## src/rtl/dlq_pkg.sv

```systemverilog
package dlq_pkg;

    localparam int LADDR_W    = 18;
    localparam int SADDR_W    = 32;
    localparam int LEN_W      = 15;
    localparam int TAG_W      = 4;
    localparam int LINE_SHIFT = 7;
    localparam int LINE_BYTES = 1 << LINE_SHIFT;
    localparam int LINES_W    = LEN_W - LINE_SHIFT;

    typedef enum logic {
        DIR_IN  = 1'b0,
        DIR_OUT = 1'b1
    } dir_e;

    typedef enum logic [1:0] {
        SP_IDLE = 2'd0,
        SP_LM   = 2'd1,
        SP_BUS  = 2'd2
    } sp_state_e;

    typedef struct packed {
        dir_e                 dir;
        logic [LADDR_W-1:0]   laddr;
        logic [SADDR_W-1:0]   saddr;
        logic [LEN_W-1:0]     len;
        logic [TAG_W-1:0]     tag;
    } xfer_req_t;

    function automatic logic addr_line_aligned(input logic [SADDR_W-1:0] a);
        return a[LINE_SHIFT-1:0] == '0;
    endfunction

    function automatic logic len_legal(input logic [LEN_W-1:0] len, input int max_bytes);
        return (len != '0) && (len[LINE_SHIFT-1:0] == '0) && (int'(len) <= max_bytes);
    endfunction

endpackage

```

## src/rtl/dlq_fifo.sv

```systemverilog
module dlq_fifo
    import dlq_pkg::*;
#(
    parameter int DEPTH = 16
) (
    input  logic      clk,
    input  logic      rst,
    input  logic      push,
    input  xfer_req_t din,
    input  logic      pop,
    output xfer_req_t dout,
    output logic      empty,
    output logic      full
);
    localparam int PTR_W = (DEPTH > 1) ? $clog2(DEPTH) : 1;
    localparam int CNT_W = $clog2(DEPTH + 1);

    xfer_req_t        mem [DEPTH];
    logic [PTR_W-1:0] wr_ptr, rd_ptr;
    logic [CNT_W-1:0] count;

    function automatic logic [PTR_W-1:0] ptr_next(input logic [PTR_W-1:0] p);
        return (int'(p) == DEPTH - 1) ? '0 : p + 1'b1;
    endfunction

    assign empty = (count == '0);
    assign full  = (int'(count) == DEPTH);
    assign dout  = mem[rd_ptr];

    always_ff @(posedge clk) begin
        if (rst) begin
            wr_ptr <= '0;
            rd_ptr <= '0;
            count  <= '0;
        end else begin
            if (push) begin
                mem[wr_ptr] <= din;
                wr_ptr      <= ptr_next(wr_ptr);
            end
            if (pop) begin
                rd_ptr <= ptr_next(rd_ptr);
            end
            case ({push, pop})
                2'b10:   count <= count + 1'b1;
                2'b01:   count <= count - 1'b1;
                default: count <= count;
            endcase
        end
    end

    AST_NO_OVERFLOW:  assert property (@(posedge clk) disable iff (rst) push |-> !full);
    AST_NO_UNDERFLOW: assert property (@(posedge clk) disable iff (rst) pop |-> !empty);
    AST_COUNT_BOUND:  assert property (@(posedge clk) disable iff (rst) int'(count) <= DEPTH);

endmodule

```

## src/rtl/dlq_lm_arbiter.sv

```systemverilog
module dlq_lm_arbiter #(
    parameter int STARVE_LIMIT = 4
) (
    input  logic clk,
    input  logic rst,
    input  logic eu_req,
    input  logic dma_req,
    output logic eu_gnt,
    output logic dma_gnt
);
    localparam int CNT_W = $clog2(STARVE_LIMIT + 1);

    logic [CNT_W-1:0] deny_cnt;
    logic             dma_forced;

    assign dma_forced = (int'(deny_cnt) >= STARVE_LIMIT);

    always_comb begin
        eu_gnt  = 1'b0;
        dma_gnt = 1'b0;
        if (dma_req && (!eu_req || dma_forced)) begin
            dma_gnt = 1'b1;
        end else if (eu_req) begin
            eu_gnt = 1'b1;
        end
    end

    always_ff @(posedge clk) begin
        if (rst) begin
            deny_cnt <= '0;
        end else if (dma_req && !dma_gnt) begin
            if (!dma_forced) deny_cnt <= deny_cnt + 1'b1;
        end else begin
            deny_cnt <= '0;
        end
    end

    AST_GNT_ONEHOT:   assert property (@(posedge clk) disable iff (rst) $onehot0({eu_gnt, dma_gnt}));
    AST_STARVE_BOUND: assert property (@(posedge clk) disable iff (rst) int'(deny_cnt) <= STARVE_LIMIT);
    AST_EU_ALONE:     assert property (@(posedge clk) disable iff (rst) (eu_req && !dma_req) |-> eu_gnt);

endmodule

```

## src/rtl/dlq_splitter.sv

```systemverilog
module dlq_splitter
    import dlq_pkg::*;
(
    input  logic               clk,
    input  logic               rst,
    input  xfer_req_t          head,
    input  logic               head_valid,
    output logic               pop,
    output logic               bus_valid,
    input  logic               bus_ready,
    output logic               bus_write,
    output logic [SADDR_W-1:0] bus_addr,
    output logic               lm_req,
    input  logic               lm_gnt,
    output logic               lm_we,
    output logic [LADDR_W-1:0] lm_addr,
    output logic               done_valid,
    output logic [TAG_W-1:0]   done_tag
);
    sp_state_e          state;
    dir_e               cur_dir;
    logic [LADDR_W-1:0] cur_laddr;
    logic [SADDR_W-1:0] cur_saddr;
    logic [TAG_W-1:0]   cur_tag;
    logic [LINES_W-1:0] lines_left;
    logic               line_fin;
    sp_state_e          first_step;

    assign pop       = (state == SP_IDLE) && head_valid;
    assign bus_valid = (state == SP_BUS);
    assign bus_write = (cur_dir == DIR_OUT);
    assign bus_addr  = cur_saddr;
    assign lm_req    = (state == SP_LM);
    assign lm_we     = (cur_dir == DIR_IN);
    assign lm_addr   = cur_laddr;

    assign first_step = (cur_dir == DIR_OUT) ? SP_LM : SP_BUS;
    assign line_fin   = ((state == SP_LM)  && lm_gnt    && (cur_dir == DIR_IN)) ||
                        ((state == SP_BUS) && bus_ready && (cur_dir == DIR_OUT));

    always_ff @(posedge clk) begin
        if (rst) begin
            state      <= SP_IDLE;
            cur_dir    <= DIR_IN;
            cur_laddr  <= '0;
            cur_saddr  <= '0;
            cur_tag    <= '0;
            lines_left <= '0;
            done_valid <= 1'b0;
            done_tag   <= '0;
        end else begin
            done_valid <= 1'b0;
            if (line_fin) begin
                if (lines_left == LINES_W'(1)) begin
                    done_valid <= 1'b1;
                    done_tag   <= cur_tag;
                    state      <= SP_IDLE;
                end else begin
                    lines_left <= lines_left - 1'b1;
                    cur_laddr  <= cur_laddr + LADDR_W'(LINE_BYTES);
                    cur_saddr  <= cur_saddr + SADDR_W'(LINE_BYTES);
                    state      <= first_step;
                end
            end else begin
                case (state)
                    SP_IDLE: if (head_valid) begin
                        cur_dir    <= head.dir;
                        cur_laddr  <= head.laddr;
                        cur_saddr  <= head.saddr;
                        cur_tag    <= head.tag;
                        lines_left <= LINES_W'(head.len >> LINE_SHIFT);
                        state      <= (head.dir == DIR_OUT) ? SP_LM : SP_BUS;
                    end
                    SP_LM:   if (lm_gnt)    state <= SP_BUS;
                    SP_BUS:  if (bus_ready) state <= SP_LM;
                    default: state <= SP_IDLE;
                endcase
            end
        end
    end

    AST_BUS_HOLD:    assert property (@(posedge clk) disable iff (rst)
                         (bus_valid && !bus_ready) |=> (bus_valid && $stable(bus_addr)));
    AST_LM_WAIT:     assert property (@(posedge clk) disable iff (rst)
                         (lm_req && !lm_gnt) |=> (lm_req && $stable(lm_addr)));
    AST_LINE_ALIGN:  assert property (@(posedge clk) disable iff (rst)
                         bus_valid |-> (bus_addr[LINE_SHIFT-1:0] == '0));
    AST_DONE_SINGLE: assert property (@(posedge clk) disable iff (rst)
                         done_valid |=> !done_valid);
    AST_POP_IDLE:    assert property (@(posedge clk) disable iff (rst)
                         pop |-> (!bus_valid && !lm_req));

endmodule

```

## src/rtl/dma_line_queue.sv

```systemverilog
module dma_line_queue
    import dlq_pkg::*;
#(
    parameter int Q_DEPTH      = 16,
    parameter int MAX_BYTES    = 16384,
    parameter int STARVE_LIMIT = 4
) (
    input  logic               clk,
    input  logic               rst,
    input  logic               push_valid,
    input  logic               push_dir,
    input  logic [LADDR_W-1:0] push_laddr,
    input  logic [SADDR_W-1:0] push_saddr,
    input  logic [LEN_W-1:0]   push_len,
    input  logic [TAG_W-1:0]   push_tag,
    output logic               push_accept,
    output logic               push_full,
    output logic               push_err,
    output logic               bus_valid,
    input  logic               bus_ready,
    output logic               bus_write,
    output logic [SADDR_W-1:0] bus_addr,
    input  logic               eu_req,
    input  logic               eu_we,
    input  logic [LADDR_W-1:0] eu_addr,
    output logic               eu_gnt,
    output logic               lm_en,
    output logic               lm_we,
    output logic [LADDR_W-1:0] lm_addr,
    output logic               done_valid,
    output logic [TAG_W-1:0]   done_tag
);
    xfer_req_t          in_req, head;
    logic               legal, q_empty, q_full, q_pop;
    logic               dma_req, dma_gnt, dma_we;
    logic [LADDR_W-1:0] dma_addr;

    assign in_req = '{dir:   dir_e'(push_dir),
                      laddr: push_laddr,
                      saddr: push_saddr,
                      len:   push_len,
                      tag:   push_tag};

    assign legal = len_legal(push_len, MAX_BYTES) &&
                   addr_line_aligned(SADDR_W'(push_laddr)) &&
                   addr_line_aligned(push_saddr);

    assign push_accept = push_valid && legal && !q_full;
    assign push_full   = q_full;

    always_ff @(posedge clk) begin
        if (rst) push_err <= 1'b0;
        else     push_err <= push_valid && !legal;
    end

    dlq_fifo #(.DEPTH(Q_DEPTH)) u_fifo (
        .clk   (clk),
        .rst   (rst),
        .push  (push_accept),
        .din   (in_req),
        .pop   (q_pop),
        .dout  (head),
        .empty (q_empty),
        .full  (q_full)
    );

    dlq_splitter u_split (
        .clk        (clk),
        .rst        (rst),
        .head       (head),
        .head_valid (!q_empty),
        .pop        (q_pop),
        .bus_valid  (bus_valid),
        .bus_ready  (bus_ready),
        .bus_write  (bus_write),
        .bus_addr   (bus_addr),
        .lm_req     (dma_req),
        .lm_gnt     (dma_gnt),
        .lm_we      (dma_we),
        .lm_addr    (dma_addr),
        .done_valid (done_valid),
        .done_tag   (done_tag)
    );

    dlq_lm_arbiter #(.STARVE_LIMIT(STARVE_LIMIT)) u_arb (
        .clk     (clk),
        .rst     (rst),
        .eu_req  (eu_req),
        .dma_req (dma_req),
        .eu_gnt  (eu_gnt),
        .dma_gnt (dma_gnt)
    );

    assign lm_en   = eu_gnt || dma_gnt;
    assign lm_we   = dma_gnt ? dma_we   : eu_we;
    assign lm_addr = dma_gnt ? dma_addr : eu_addr;

    AST_ERR_NOT_QUEUED: assert property (@(posedge clk) disable iff (rst)
                            push_err |-> !$past(push_accept));
    AST_FULL_REFUSE:    assert property (@(posedge clk) disable iff (rst)
                            push_full |-> !push_accept);

endmodule

```

## config.mk

```make
export PLATFORM = sky130hd
export DESIGN_NAME = dma_line_queue
export DESIGN_NICKNAME = d
export VERILOG_FILES = /design/src/rtl/dlq_pkg.sv /design/src/rtl/dlq_fifo.sv /design/src/rtl/dlq_lm_arbiter.sv /design/src/rtl/dlq_splitter.sv /design/src/rtl/dma_line_queue.sv
export SDC_FILE = /design/constraint.sdc
export NUM_CORES = 1
export LEC_CHECK = 0
export ABC_AREA = 1
export ABC_CLOCK_PERIOD_IN_PS = 8000
export CELL_PAD_IN_SITES_DETAIL_PLACEMENT = 2
export CELL_PAD_IN_SITES_GLOBAL_PLACEMENT = 2
export CORE_MARGIN = 2
export CORE_UTILIZATION = 42
export CTS_CLUSTER_SIZE = 10
export DETAILED_ROUTE_END_ITERATION = 10
export PLACE_DENSITY_LB_ADDON = 0.1
export SYNTH_ARGS = -nofsm -noshare
export SYNTH_HDL_FRONTEND = slang
export SYNTH_SLANG_ARGS = --single-unit
```

## constraint.sdc

```tcl
create_clock -name clk -period 8 [get_ports clk]
set_input_delay 2.4 -clock clk [delete_from_list [all_inputs] [get_ports clk]]
set_output_delay 2.4 -clock clk [all_outputs]
set_load 0.01 [all_outputs]
```

==> summary.md <==
| Metric | Value |
|---|---|
| Clk_lat worst skew | `roughly 0.75 ns` |
| CP max FO | `17` |
| Least-Margin Pin Slew | `about 1.3 ns` |
| Syn Nets | `3986` |
| Pleak | `roughly 0.018 uW` |
| Synth Warn # | `0` |
| Cts repair resizes | `0` |
| Die footprint | `approximately 110000 um2` |
| Clock skew | `between 0.02 and 0.025 ns` |
| Area delta synth->final | `15.2%` |
| Dominant synthesized flop cell | `edfxtp_1` |
| Crit start category | `input port` |
| Final WS setup | `0.518 ns` |
| Largest net degree at the start of global routing | `217` |
| CP Cell Sequence | `clkdlybuf4s50_1 -> inv_1 -> nand2_1 -> nor2_1 -> nand3_1 -> nor2_1 -> buf_4 -> nand2_2 -> inv_1 -> clkdlybuf4s50_1` |
| Drt pass-1 iters | `5` |
| Max stage delay cell, worst path | `clkdlybuf4s50_1` |
| CTS tree | `done` |
| Rows | `120` |
| Reg2reg path depth | `10` |
| Max-Cap Viols | `0` |
| FF-to-FF End | `u_split.bus_addr[31]$_SDFFE_PP0P_` |
| Vias in the first global route | `35200` |
| DP Worst Slack | `around 0.61 ns` |
| Min cycle time layout | `between 7 and 8 ns` |
| Routed vias/inst | `5.80` |
| Required @ worst endpoint | `5.60 ns` |
| Initial DRC count | `between 2000 and 3000` |
| DR WL/cell | `28.8 um` |
| GPL Wtd Cong | `0.769` |
| Via count | `31800` |
| Setup crit end kind | `output pin` |
| Final slew viol count | `0` |
| Kind of critical path | `input port to output pin` |
| GRT overflow | `0` |
| Pwr Density | `roughly 310 nW/um2` |
| CTS root buf | `clkbuf_16` |
| Starting Density | `between 40% and 50%` |
| Max stage delay on crit path | `0.81 ns` |
| Clock Tree Buf Depth | `3` |
| Unrepaired setup endpoints after global routing | `no` |
| Post-DP Area | `a little under 50000 um2` |
| Postcts setup bufs | `0` |
| Top post-synthesis cells by area | `edfxtp_1 67%, nor2_1 6.4%, o21ai_0 5.3%, nand2_1 4.4%, dfxtp_1 4.0%` |
| Final nets | `4114` |
| Max H-tree Level | `4` |
| Setup violators final | `0` |
| Hold depth | `2` |
| Clock Sinks | `about 1100` |
| Min-delay src | `u_split.bus_addr[3]$_SDFFE_PP0P_` |
| Residual DRC | `0` |
| Status | `complete, no violations` |
| Synth unique cells | `39` |
| Number of synthesized flops with an enable pin | `1008` |
| CP Data Arrival Time | `5.08 ns` |
| Layout cells sized above 1 | `6.60%` |
| Power Total | `16100 uW` |
| Register area share after synthesis | `71.3%` |
| Hold-fix buffers at CTS | `0` |
| Synth Cell Area | `45000 um2` |
| Initial antenna violation count | `15` |
| Slew headroom | `approximately 16%` |
| Hold EP | `u_split.bus_addr[3]$_SDFFE_PP0P_` |
| Achievable Freq | `around 0.13 GHz` |
| Global-route wire length before repair | `233000 um` |
| IO Pins | `~160` |
| Share of the synthesized area in the top cell type | `67.2%` |
| Gr usage total | `between 20% and 30%` |
| Placed wire-length estimate | `86300 um` |
| Async SR Flop Fraction | `0%` |
| Average instance area after synthesis | `11.6 um2` |
| WHS | `0.469 ns` |
| Worst hold path class | `flip-flop to flip-flop` |
| Final instance area | `51900 um2` |
| Internal reg-to-reg setup slack | `4.22 ns` |
| Cells after synthesis | `3876` |
| Port buffer count | `156` |
| Dominant cell type by area after synthesis | `edfxtp_1` |
| Final hold viol count | `0` |
| VDD IR max | `roughly 0.0002 V` |
| Final Cycle Share | `93.5%` |
| Flops & latches, synth | `approximately 1100` |
| Clk slew on worst S/H paths | `~0.05 ns` |
| Number of buffers created by CTS | `around 130` |
| Die Span Y | `331 um` |
| Core area | `107000 um2` |
| Filler cells | `10600` |
| Horiz. Die Dim | `about 330 um` |
| Routed WL | `158000 um` |
| Post-route ant nets | `0` |
| Setup TNS | `0 ns` |
cells in the mapped netlist (2+ instances only):
master    count
a211oi_1      2
a21oi_1      71
a31oi_1       3
buf_1        28
buf_2        73
buf_4        35
buf_6        17
clkbuf_1     84
dfxtp_1      91
edfxtp_1   1008
ha_1         15
inv_1       100
inv_2         5
nand2_1     531
nand2_2       4
nand3_1     331
nand3b_1      6
nand4_1       6
nor2_1      770
nor3_1        3
o211ai_1    149
o21ai_0     473
o21ai_1      11
o221ai_1     16
o22ai_1       2
or2_2         4
xnor2_1       9
xor2_1       18
routing by layer:
layer,up-vias,part of all wire [%],global-route usage (%)
met5,-,0.051,0
met4,12,2.4,8.89
met3,253,4.7,4.03
met2,884,50,49.0
met1,16600,43,37.7
li1,14000,-,-
how the worst max path moves through the flow:
stage | startpoint | end | cells after the start
after floorplan | push_len[1] | u_fifo.mem[11][0]$_DFFE_PP_ | 8
after global placement | push_len[10] | push_accept | 10
after detailed placement | push_saddr[3] | push_accept | 10
after CTS | push_len[10] | push_accept | 10
after global routing | push_saddr[3] | push_accept | 10
final | push_saddr[6] | push_accept | 10
where the power goes:
part / leakage (uW) / internal [uW] / switching (uW)
logic: 0.00588 / 1130 / 2820
registers: 0.00981 / 6420 / 221
clock network: 0.00185 / 3210 / 2320
total: 0.0175 / 10800 / 5360
layout by cell type, fill, tap and decap left out, drive strengths merged, types with 72 or more instances in the layout:
cell,n
buf,77
nand3,331
clkdlybuf4s50,155
nor2,772
o21ai,484
dfxtp,91
nand2,536
inv,107
clkbuf,191
a21oi,72
edfxtp,1008
o211ai,149
critical path, delay by kind of cell:
kind          cells  cell delay [ns]
buf+inv           5             1.91
simple gates      5             0.75
logic make-up (layout without fill, tap and decap cells):
family                   Yosys count  in the layout  share of synthesized area (%)
XOR/XNOR                          27             27                          0.525
flip-flops                      1099           1099                           71.3
AO/OA/AOI/OAI                    730            730                           9.12
buffers and inverters            345            543                           3.71
AND/OR/NAND/NOR                 1659           1659                           14.9
adder cells (fa/ha/maj)           16             16                          0.461
other                              0              3                              0
sequential cells by signal, summed over array words and instances (netlist names), 3 cells and up, named ones only:
name and count:
u_fifo.rd_ptr 4, u_fifo.wr_ptr 4, u_split.cur_tag 4, u_split.lines_left 8, u_split.bus_addr 32, u_split.done_tag 4, u_arb.deny_cnt 3, u_fifo.mem 1008
u_fifo.count 5, u_split.lm_addr 18
layout make-up:
class                           count  area (um2)  area share, %
Sequential cell                  1099       32100           61.9
Multi-Input combinational cell   2432       11400           22.0
Clock buffer                      191        3670           7.08
Timing Repair Buffer              232        2380           4.58
Tap cell                         1403        1760           3.38
Inverter                          106         418          0.806
Clock inverter                     14         134          0.258
Antenna cell                        3        7.51         0.0145
per-stage QoR:
step,instances,utilization [%]
finish,5480,48.6
global route,5480,48.6
CTS,5477,48.6
detailed placement,5272,45.0
global placement,5272,45.0
floorplan,3876,-
Power figures use the tool's default switching activity.
